## config.mk

```make
export PLATFORM = sky130hd
export DESIGN_NAME = conv_iter_ctrl
export DESIGN_NICKNAME = d
export VERILOG_FILES = /design/src/rtl/conv_pkg.sv /design/src/rtl/conv_eval.sv /design/src/rtl/conv_prev_store.sv /design/src/rtl/conv_stab_flags.sv /design/src/rtl/conv_iter_ctrl.sv
export SDC_FILE = /design/constraint.sdc
export NUM_CORES = 1
export LEC_CHECK = 0
export BUFFER_PORTS_ARGS = -buffer_cell sky130_fd_sc_hd__buf_4
export CAP_MARGIN = 20
export CORE_MARGIN = 2
export CORE_UTILIZATION = 35
export DETAILED_ROUTE_END_ITERATION = 6
export REMOVE_ABC_BUFFERS = 1
export SYNTH_ARGS = -nofsm -noshare
export SYNTH_HDL_FRONTEND = slang
export SYNTH_SLANG_ARGS = --single-unit
```

## constraint.sdc

```tcl
create_clock -name clk -period 29.4 [get_ports clk]
set_input_delay 4.41 -clock clk [delete_from_list [all_inputs] [get_ports clk]]
set_output_delay 4.41 -clock clk [all_outputs]
set_load 0.02 [all_outputs]
```

## src/rtl/conv_pkg.sv

```systemverilog
package conv_pkg;
    typedef enum logic [2:0] {
        S_IDLE,
        S_KICK,
        S_WAIT,
        S_SCAN,
        S_DECIDE,
        S_FIN
    } ctrl_state_t;
endpackage

```

## src/rtl/conv_eval.sv

```systemverilog
module conv_eval #(
    parameter int W        = 16,
    parameter int SHW      = 4,
    parameter int SCALE_SH = 3
) (
    input  logic signed [W-1:0] cur,
    input  logic signed [W-1:0] prev,
    input  logic                first,
    input  logic                adaptive,
    input  logic [SHW-1:0]      eps_shift,
    output logic                stable,
    output logic                scale,
    output logic signed [W-1:0] adj
);
    localparam int XW = W + 2;
    localparam logic signed [XW-1:0] MAXV = XW'((1 << (W - 1)) - 1);
    localparam logic signed [XW-1:0] MINV = -MAXV - XW'(1);

    logic signed [XW-1:0] cur_x, prev_x, diff, mag_d, mag_p, lim;
    logic signed [XW-1:0] step, grow, shrink, pick;
    logic                 rising, falling;

    always_comb begin
        cur_x   = {{2{cur[W-1]}}, cur};
        prev_x  = {{2{prev[W-1]}}, prev};
        diff    = cur_x - prev_x;
        mag_d   = diff[XW-1] ? -diff : diff;
        mag_p   = prev_x[XW-1] ? -prev_x : prev_x;
        lim     = mag_p >>> eps_shift;
        stable  = !first && (mag_d <= lim);
        rising  = !first && !stable && !diff[XW-1];
        falling = !first && !stable && diff[XW-1];
        step    = cur_x >>> SCALE_SH;
        grow    = cur_x + step;
        shrink  = cur_x - step;
        pick    = rising ? grow : shrink;
        scale   = adaptive && (rising || falling);
        if (!scale)          adj = cur;
        else if (pick > MAXV) adj = MAXV[W-1:0];
        else if (pick < MINV) adj = MINV[W-1:0];
        else                  adj = pick[W-1:0];
        assert_dir_excl_R8: assert (!(rising && falling));
    end
endmodule

```

## src/rtl/conv_prev_store.sv

```systemverilog
module conv_prev_store #(
    parameter int W  = 16,
    parameter int NB = 8,
    localparam int AW = $clog2(NB)
) (
    input  logic                clk,
    input  logic                rst_n,
    input  logic                wr_en,
    input  logic [AW-1:0]       addr,
    input  logic signed [W-1:0] wdata,
    output logic signed [W-1:0] rdata
);
    logic signed [W-1:0] mem_q [NB];

    always_ff @(posedge clk or negedge rst_n) begin
        if (!rst_n) begin
            for (int k = 0; k < NB; k++) mem_q[k] <= '0;
        end else if (wr_en) begin
            mem_q[addr] <= wdata;
        end
    end

    assign rdata = mem_q[addr];

    assert_prev_keep_R11: assert property (@(posedge clk) disable iff (!rst_n)
        wr_en |=> mem_q[$past(addr)] == $past(wdata));
endmodule

```

## src/rtl/conv_stab_flags.sv

```systemverilog
module conv_stab_flags #(
    parameter int NB = 8,
    localparam int AW = $clog2(NB)
) (
    input  logic          clk,
    input  logic          rst_n,
    input  logic          clear,
    input  logic          wr_en,
    input  logic [AW-1:0] idx,
    input  logic          stable,
    output logic          all_stable
);
    logic [NB-1:0] flag_q;

    always_ff @(posedge clk or negedge rst_n) begin
        if (!rst_n)      flag_q <= '0;
        else if (clear)  flag_q <= '0;
        else if (wr_en)  flag_q[idx] <= stable;
    end

    assign all_stable = &flag_q;

    assert_clear_R4: assert property (@(posedge clk) disable iff (!rst_n)
        clear |=> !all_stable);
endmodule

```

## src/rtl/conv_iter_ctrl.sv

```systemverilog
module conv_iter_ctrl #(
    parameter int W         = 16,
    parameter int NB        = 8,
    parameter int ITER_CAP  = 5,
    parameter int ITER_DFLT = 3,
    parameter int SHW       = 4,
    parameter int SCALE_SH  = 3,
    localparam int AW = $clog2(NB),
    localparam int IW = $clog2(ITER_CAP + 1)
) (
    input  logic                clk,
    input  logic                rst_n,
    input  logic                start,
    input  logic                cfg_adaptive,
    input  logic [IW-1:0]       cfg_max_iter,
    input  logic [SHW-1:0]      cfg_eps_shift,
    output logic                iter_go,
    input  logic                iter_done,
    output logic [AW-1:0]       bel_addr,
    input  logic signed [W-1:0] bel_rdata,
    output logic                bel_we,
    output logic signed [W-1:0] bel_wdata,
    output logic                done,
    output logic [IW-1:0]       iters_used
);
    import conv_pkg::*;

    localparam logic [AW-1:0] LAST_IDX = AW'(NB - 1);

    ctrl_state_t     state_q, state_d;
    logic [IW-1:0]   cnt_q, limit_q, limit_in;
    logic [AW-1:0]   idx_q;
    logic            mode_q;
    logic [SHW-1:0]  shift_q;
    logic            scan_en, first, clear_flags, all_stable;
    logic            stable, scale;
    logic signed [W-1:0] prev_val, adj;

    always_comb begin
        if (cfg_max_iter == '0)                 limit_in = IW'(ITER_DFLT);
        else if (cfg_max_iter > IW'(ITER_CAP))  limit_in = IW'(ITER_CAP);
        else                                    limit_in = cfg_max_iter;
    end

    // state register
    always_ff @(posedge clk or negedge rst_n) begin
        if (!rst_n) state_q <= S_IDLE;
        else        state_q <= state_d;
    end

    // next state
    always_comb begin
        state_d = state_q;
        unique case (state_q)
            S_IDLE:   if (start) state_d = S_KICK;
            S_KICK:   state_d = S_WAIT;
            S_WAIT:   if (iter_done) state_d = S_SCAN;
            S_SCAN:   if (idx_q == LAST_IDX) state_d = S_DECIDE;
            S_DECIDE: state_d = (all_stable || cnt_q == limit_q) ? S_FIN : S_KICK;
            S_FIN:    state_d = S_IDLE;
            default:  state_d = S_IDLE;
        endcase
    end

    // datapath registers
    always_ff @(posedge clk or negedge rst_n) begin
        if (!rst_n) begin
            cnt_q   <= '0;
            limit_q <= IW'(ITER_DFLT);
            idx_q   <= '0;
            mode_q  <= 1'b0;
            shift_q <= '0;
        end else begin
            if (state_q == S_IDLE && start) begin
                cnt_q   <= '0;
                limit_q <= limit_in;
                mode_q  <= cfg_adaptive;
                shift_q <= cfg_eps_shift;
            end
            if (state_q == S_KICK) cnt_q <= cnt_q + IW'(1);
            if (state_q == S_WAIT) idx_q <= '0;
            else if (state_q == S_SCAN) idx_q <= idx_q + AW'(1);
        end
    end

    // outputs
    always_comb begin
        iter_go     = (state_q == S_KICK);
        scan_en     = (state_q == S_SCAN);
        done        = (state_q == S_FIN);
        clear_flags = (state_q == S_WAIT) && iter_done;
        bel_addr    = idx_q;
        first       = (cnt_q == IW'(1));
        bel_we      = scan_en && scale;
        bel_wdata   = adj;
        iters_used  = cnt_q;
    end

    conv_eval #(.W(W), .SHW(SHW), .SCALE_SH(SCALE_SH)) u_eval (
        .cur(bel_rdata), .prev(prev_val), .first(first), .adaptive(mode_q),
        .eps_shift(shift_q), .stable(stable), .scale(scale), .adj(adj)
    );

    conv_prev_store #(.W(W), .NB(NB)) u_prev (
        .clk(clk), .rst_n(rst_n), .wr_en(scan_en), .addr(idx_q),
        .wdata(adj), .rdata(prev_val)
    );

    conv_stab_flags #(.NB(NB)) u_flags (
        .clk(clk), .rst_n(rst_n), .clear(clear_flags), .wr_en(scan_en),
        .idx(idx_q), .stable(stable), .all_stable(all_stable)
    );

    assert_go_single_R2: assert property (@(posedge clk) disable iff (!rst_n)
        iter_go |=> !iter_go);
    assert_iter_bound_R3: assert property (@(posedge clk) disable iff (!rst_n)
        iter_go |-> cnt_q < limit_q);
    assert_first_no_write_R5: assert property (@(posedge clk) disable iff (!rst_n)
        bel_we |-> cnt_q >= IW'(2));
    assert_plain_no_write_R10: assert property (@(posedge clk) disable iff (!rst_n)
        bel_we |-> mode_q);
    assert_done_pulse_R7: assert property (@(posedge clk) disable iff (!rst_n)
        done |=> !done);
    assert_done_count_R7: assert property (@(posedge clk) disable iff (!rst_n)
        done |-> (iters_used >= IW'(1)) && (iters_used <= limit_q));
endmodule

```

## Word level (Yosys, flattened, before mapping)

Cells that the tools add are included.

| storage, ports and cells | value |
|---|---|
| bits in latches | 0 |
| memories | 0 |
| register bits after elaboration | 153 |
| memory bits (writable) | 0 |
| output and inout port bits | 25 |
| memory bits (read-only) | 0 |
| logic and storage cells | 93 |

| operators by class | value |
|---|---|
| eq/ne operators | 11 |
| $lt $le $gt $ge | 8 |
| bitwise operators | 1 |
| reduce and logical (&&, ||, !) cells | 22 |
| divide/modulo/power cells | 0 |
| add/sub/neg operators | 7 |
| shift-type cells | 1 |
| $mul | 0 |
| mux-type cells | 28 |

Operator list:

| operator | number |
|---|---|
| bitwise mux 128 bit | 1 |
| 2-to-1 mux 16 bit | 6 |
| 2-to-1 mux 18 bit | 3 |
| binary-select mux 16 bit (select 3 bit) | 1 |
| demux 16 bit (select 3 bit) | 1 |
| 2-to-1 mux 3 bit | 10 |
| greater-than comparator 18 x 16 -> 1 bit (second input constant) | 1 |
| <= comparator 18 bit | 1 |
| < comparator 18 x 16 -> 1 bit (second input constant) | 1 |
| negation 16 -> 18 bit | 1 |
| negation 18 bit | 1 |
| >>> shifter 18 x 4 -> 18 bit | 1 |
| adder 16 x 13 -> 17 bit | 1 |
| subtractor 16 x 13 -> 17 bit | 1 |
| subtractor 16 x 16 -> 17 bit | 1 |
| 2-to-1 mux 8 bit | 2 |
| case mux 3 bit (5 select lines) | 1 |
| logical AND 1 bit | 10 |
| equality test 3 bit (second input constant) | 3 |
| bitwise mux 8 bit | 1 |
| AND reduction 8 bit | 1 |
| adder 3 x 1 -> 3 bit (second input constant) | 2 |
| equality test 3 x 1 -> 1 bit (second input constant) | 2 |
| equality test 3 x 2 -> 1 bit (second input constant) | 2 |
| 16 further kinds | 23 |

## Logic depth before layout (Yosys ltp)

| logic depth | value |
|---|---|
| depth in word-level cells | 18 |
| depth in mapped cells | 42 |

## By module

Synthesis repeated with hierarchy kept, for this count alone.

| second synthesis, totals | value |
|---|---|
| cell total of the unflattened synthesis | 1140 |
| area total of the unflattened synthesis | 11519.8 um2 |

By module, submodules not included:

| module | instances | area each (um2) | cells an instance | seq. area each (um2) |
|---|---|---|---|---|
| conv_prev_store | 1 | 6090.8 | 410 | 3203.1 |
| conv_eval | 1 | 4136.5 | 615 | 0.0 |
| conv_iter_ctrl | 1 | 849.6 | 78 | 427.9 |
| conv_stab_flags | 1 | 442.9 | 37 | 200.2 |

## Worst setup path before layout

No wires, ideal clock.

| path | value |
|---|---|
| path kind | input -> output |
| start point | input port bel_rdata[0] |
| end point | output port bel_wdata[7] |
| cell stages on the path | 35 |
| arrival | 11.368 ns |
| slack | 13.622 ns |
| cells stage by stage | inv_1 -> ha_1 -> inv_1 -> fa_1 -> a21o_1 -> a21oi_1 -> xnor2_1 -> or2_2 -> or3_1 -> nor4_1 -> nand2_1 -> o21ai_0 -> xnor2_1 -> ha_1 -> nand4_1 -> nor4_1 -> a311o_1 -> nor3_1 -> and2_1 -> clkbuf_1 -> clkbuf_1 -> nor2_1 -> xor2_1 -> ha_1 -> nor2b_1 -> o31a_1 -> o2111a_1 -> o31ai_2 -> nand2_1 -> a21oi_4 -> xnor2_4 -> maj3_1 -> o21a_1 -> buf_6 -> inv_1 |

| on the way | value |
|---|---|
| word-level cells in the longest chain between the ends | 13 |
| elaborated cells between the ends (all ways) | 20 |
| those cells by class | add/sub: 4; order compare: 3; mux: 5; reduce/logical: 8 |

RTL lines:

| item | line | text |
|---|---|---|
| from (decl) | conv_iter_ctrl.sv:20 | `input logic signed [W-1:0] bel_rdata,` |
| subtractor 16 x 16 -> 17 bit | conv_eval.sv:26 | `diff = cur_x - prev_x;` |
| negation 18 bit | conv_eval.sv:27 | `mag_d = diff[XW-1] ? -diff : diff;` |
| 2-to-1 mux 18 bit | conv_eval.sv:27 |  |
| <= comparator 18 bit | conv_eval.sv:30 | `stable = !first && (mag_d <= lim);` |
| logical AND 1 bit | conv_eval.sv:30 |  |
| zero test 1 bit | conv_eval.sv:31, conv_eval.sv:32 |  |
| logical AND 1 bit | conv_eval.sv:31, conv_eval.sv:32 |  |
| logical AND 1 bit | conv_eval.sv:31 | `rising = !first && !stable && !diff[XW-1];` |
| 2-to-1 mux 18 bit | conv_eval.sv:36 | `pick = rising ? grow : shrink;` |
| < comparator 18 x 16 -> 1 bit | conv_eval.sv:40 | `else if (pick < MINV) adj = MINV[W-1:0];` |
| 2-to-1 mux 16 bit | conv_eval.sv:40 |  |
| 2-to-1 mux 16 bit | conv_eval.sv:39 | `else if (pick > MAXV) adj = MAXV[W-1:0];` |
| 2-to-1 mux 16 bit (*) | conv_eval.sv:38 | `if (!scale) adj = cur;` |
| to (decl) | conv_iter_ctrl.sv:22 | `output logic signed [W-1:0] bel_wdata,` |

Every way passes the cells marked *; elsewhere a longest branch is shown, timed or not.

## Worst setup path in the final report

| path | value |
|---|---|
| start point | input port bel_rdata[0] |
| end point | output port bel_wdata[13] |

Same word-level chain as after synthesis.

==> results.py <==
metrics = {
    "clock_network": {
        "cts.sinks": 153,
        "clock_latency_ns": 0.44,
        "cts_max_level": 4,
        "cts_root_buf": "clkbuf_16",
        "cts_made_buffers": 17,
        "cts_tree": "done",
        "postCtsSetupRepairBufs": 0,
        "ctsResizeCount": 0,
        "clk_pin_slew_ns": 0.07,
        "clockBufferDepth": 2,
        "postCtsHoldBufs": 0,
    },
    "sta": {
        "whs_ns": 0.491,
        "setup_viol": 0,
        "slew_viol_final": 0,
        "rsz0062_at_grt": "no",
        "finalCritPeriodShare": 0.590,
        "final_hold_viol_count": 0,
        "layout_setup_ws_ns": 12.06,
        "clock.fmax_mhz": 57.7,
        "tightest_slew_ns": 1.13,
        "maxSlewHeadroom": 0.249,
        "skew_ns": 0.0103,
        "fin_crit_ns": 17.34,
        "fin_setup_tns_ns": 0,
    },
    "worst_setup_path": {
        "r2r_slack_ns": 18.48,
        "required_ns": 24.99,
        "worstPathMaxFanout": 16,
        "reg2reg_depth": 33,
        "critPathArrivalTime_ns": 12.93,
        "cp-startpoint": "bel_rdata[0]",
        "reg2reg_to": "u_prev.mem_q[61]",
        "r2r-start": "bel_addr[1]",
        "path_class": "input pin to primary output",
        "endpoint_kind": "primary output",
        "startpoint_type": "input pin",
        "crit_slowest_cell": "xor2_1",
        "critPathMaxStageDelay_ns": 0.86,
    },
    "hold_path": {
        "hp-class": "flip-flop to flip-flop",
        "min_path_cells": 2,
        "worstHoldEndpoint": "u_prev.mem_q[93]",
        "min_from": "u_prev.mem_q[93]",
    },
    "synthesis": {
        "avgSynthCellArea_sq_um": 8.85,
        "syn_area_sq_um": 11400,
        "ys_async_sr_fraction": 1.00,
        "synth_edf_count": 0,
        "syn-instance-count": 1293,
        "synth_seq_cells": 153,
        "yosys.area.top_type_share": 0.330,
        "synth_top_area_cell": "dfrtp_1",
        "ys_dominant_reg_cell": "dfrtp_1",
        "seq_area_frac_synth": 0.335,
        "yosysUniqueCellTypes": 107,
        "yosys_warnings": 0,
        "synth_area_leaders": "dfrtp_1, a21oi_1, ha_1, nor2_1, mux2_2",
    },
    "detailed_routing": {
        "drcViolationCount": 0,
        "vias": 9701,
        "drt-initial-drc-count": 659,
        "via_per_inst": 5.49,
        "wl_per_cell_microns": 18.9,
        "first_pass_iters": 5,
        "drtAntennaViolNets": 0,
        "wirelength_mm": 33.4,
    },
    "grt": {
        "antenna_found_initial": 0,
        "grt_max_degree": 81,
        "grtUsageTotal": 0.202,
        "grt-ovfl-total": 0,
        "grt_pass1_vias": 9435,
        "grt_pass1_wl_mm": 53.1,
    },
    "cells_and_area": {
        "mostFrequentLayoutCell": "nor2_1",
        "nNetsFinal": 1398,
        "area_growth_pct": 11.5,
        "final_cell_mix": "nor2_1, a21oi_1, dfrtp_1",
        "drive_above_1_share": 0.177,
        "antenna_cells": 0,
        "final_area_sq_um": 12800,
    },
    "place": {
        "place_ws_ns": 12.22,
        "place_area_sq_um": 12200,
        "port_buffers": 52,
        "gp_congestion": 0.906,
        "hpwl_mm": 23.7,
    },
    "run_status": {
        "status": "complete, no violations",
    },
    "die": {
        "num_io_pins": 53,
        "start_util": 0.353,
        "die_y_microns": 185,
        "rows": 66,
        "core_area_sq_um": 32400,
        "fp.dieArea_sq_um": 34200,
        "die_x_microns": 185,
    },
    "job": {
        "maxCapViolations": 0,
    },
}
synthesized netlist by cell type, types with 26 or more instances:
library cell	number
nor2_1	172
a21oi_1	156
dfrtp_1	151
nand2_1	76
o21ai_0	61
ha_1	57
inv_1	49
mux2_2	48
xnor2_1	42
clkbuf_1	38
mux2i_1	36
nand3_1	27
nor3_1	26
registers in the layout (all words and copies together) (netlist names):
| name | flops |
|---|---|
| shift_q | 4 |
| state_q | 3 |
| limit_q | 3 |
| iters_used | 3 |
| bel_addr | 3 |
| u_flags.flag_q | 8 |
| u_prev.mem_q | 128 |
| mode_q | 1 |
critical path, delay by kind of cell:
| kind | cells | cell delay, ns |
|---|---|---|
| mux | 1 | 0.41 |
| buf+inv | 5 | 0.51 |
| simple gates | 11 | 3.26 |
| xor+xnor | 2 | 0.97 |
| fa+ha+maj | 4 | 1.15 |
| compound gates | 8 | 2.21 |
cells by family after synthesis:
group	share of synthesized area
compound gates	0.238
simple gates	0.161
flops	0.335
buf+inv	0.0540
mux	0.0904
xor+xnor	0.0522
fa+ha+maj	0.0686
other cells	0.000656
per-layer routing:
metal | up-vias | routed length, microns | global-route usage
li1 | 4700 | - | -
met1 | 4725 | 15000 | 0.265
met2 | 227 | 16000 | 0.337
met3 | 49 | 1530 | 0.0330
met4 | 0 | 870 | 0.0714
met5 | - | 0 | 0
worst max path at each step:
stage and to:
2_1_floorplan bel_wdata[7], 3_3_place_gp bel_wdata[13], 3_5_place_dp bel_wdata[13], 4_1_cts bel_wdata[13], 5_1_grt bel_wdata[12], 6_report bel_wdata[13]
stage by stage:
stage / std cells / utilization
after global routing: 1766 / 0.394
after global placement: 1734 / 0.376
after detailed placement: 1734 / 0.376
final: 1766 / 0.394
after CTS: 1766 / 0.394
after floorplan: 1223 / -
layout make-up:
| cell class | count | area (sq um) |
|---|---|---|
| Fill cell | 3286 | 19600 |
| Clock buffer | 18 | 429 |
| Tap cell | 442 | 553 |
| Clock inverter | 14 | 155 |
| Timing Repair Buffer | 69 | 522 |
| Multi-Input combinational cell | 1011 | 7040 |
| Inverter | 59 | 221 |
| Sequential cell | 153 | 3830 |
Power is left out: the tool's default activity adds up to more than one toggle a clock period on the data nets, which glitch-free logic cannot reach.
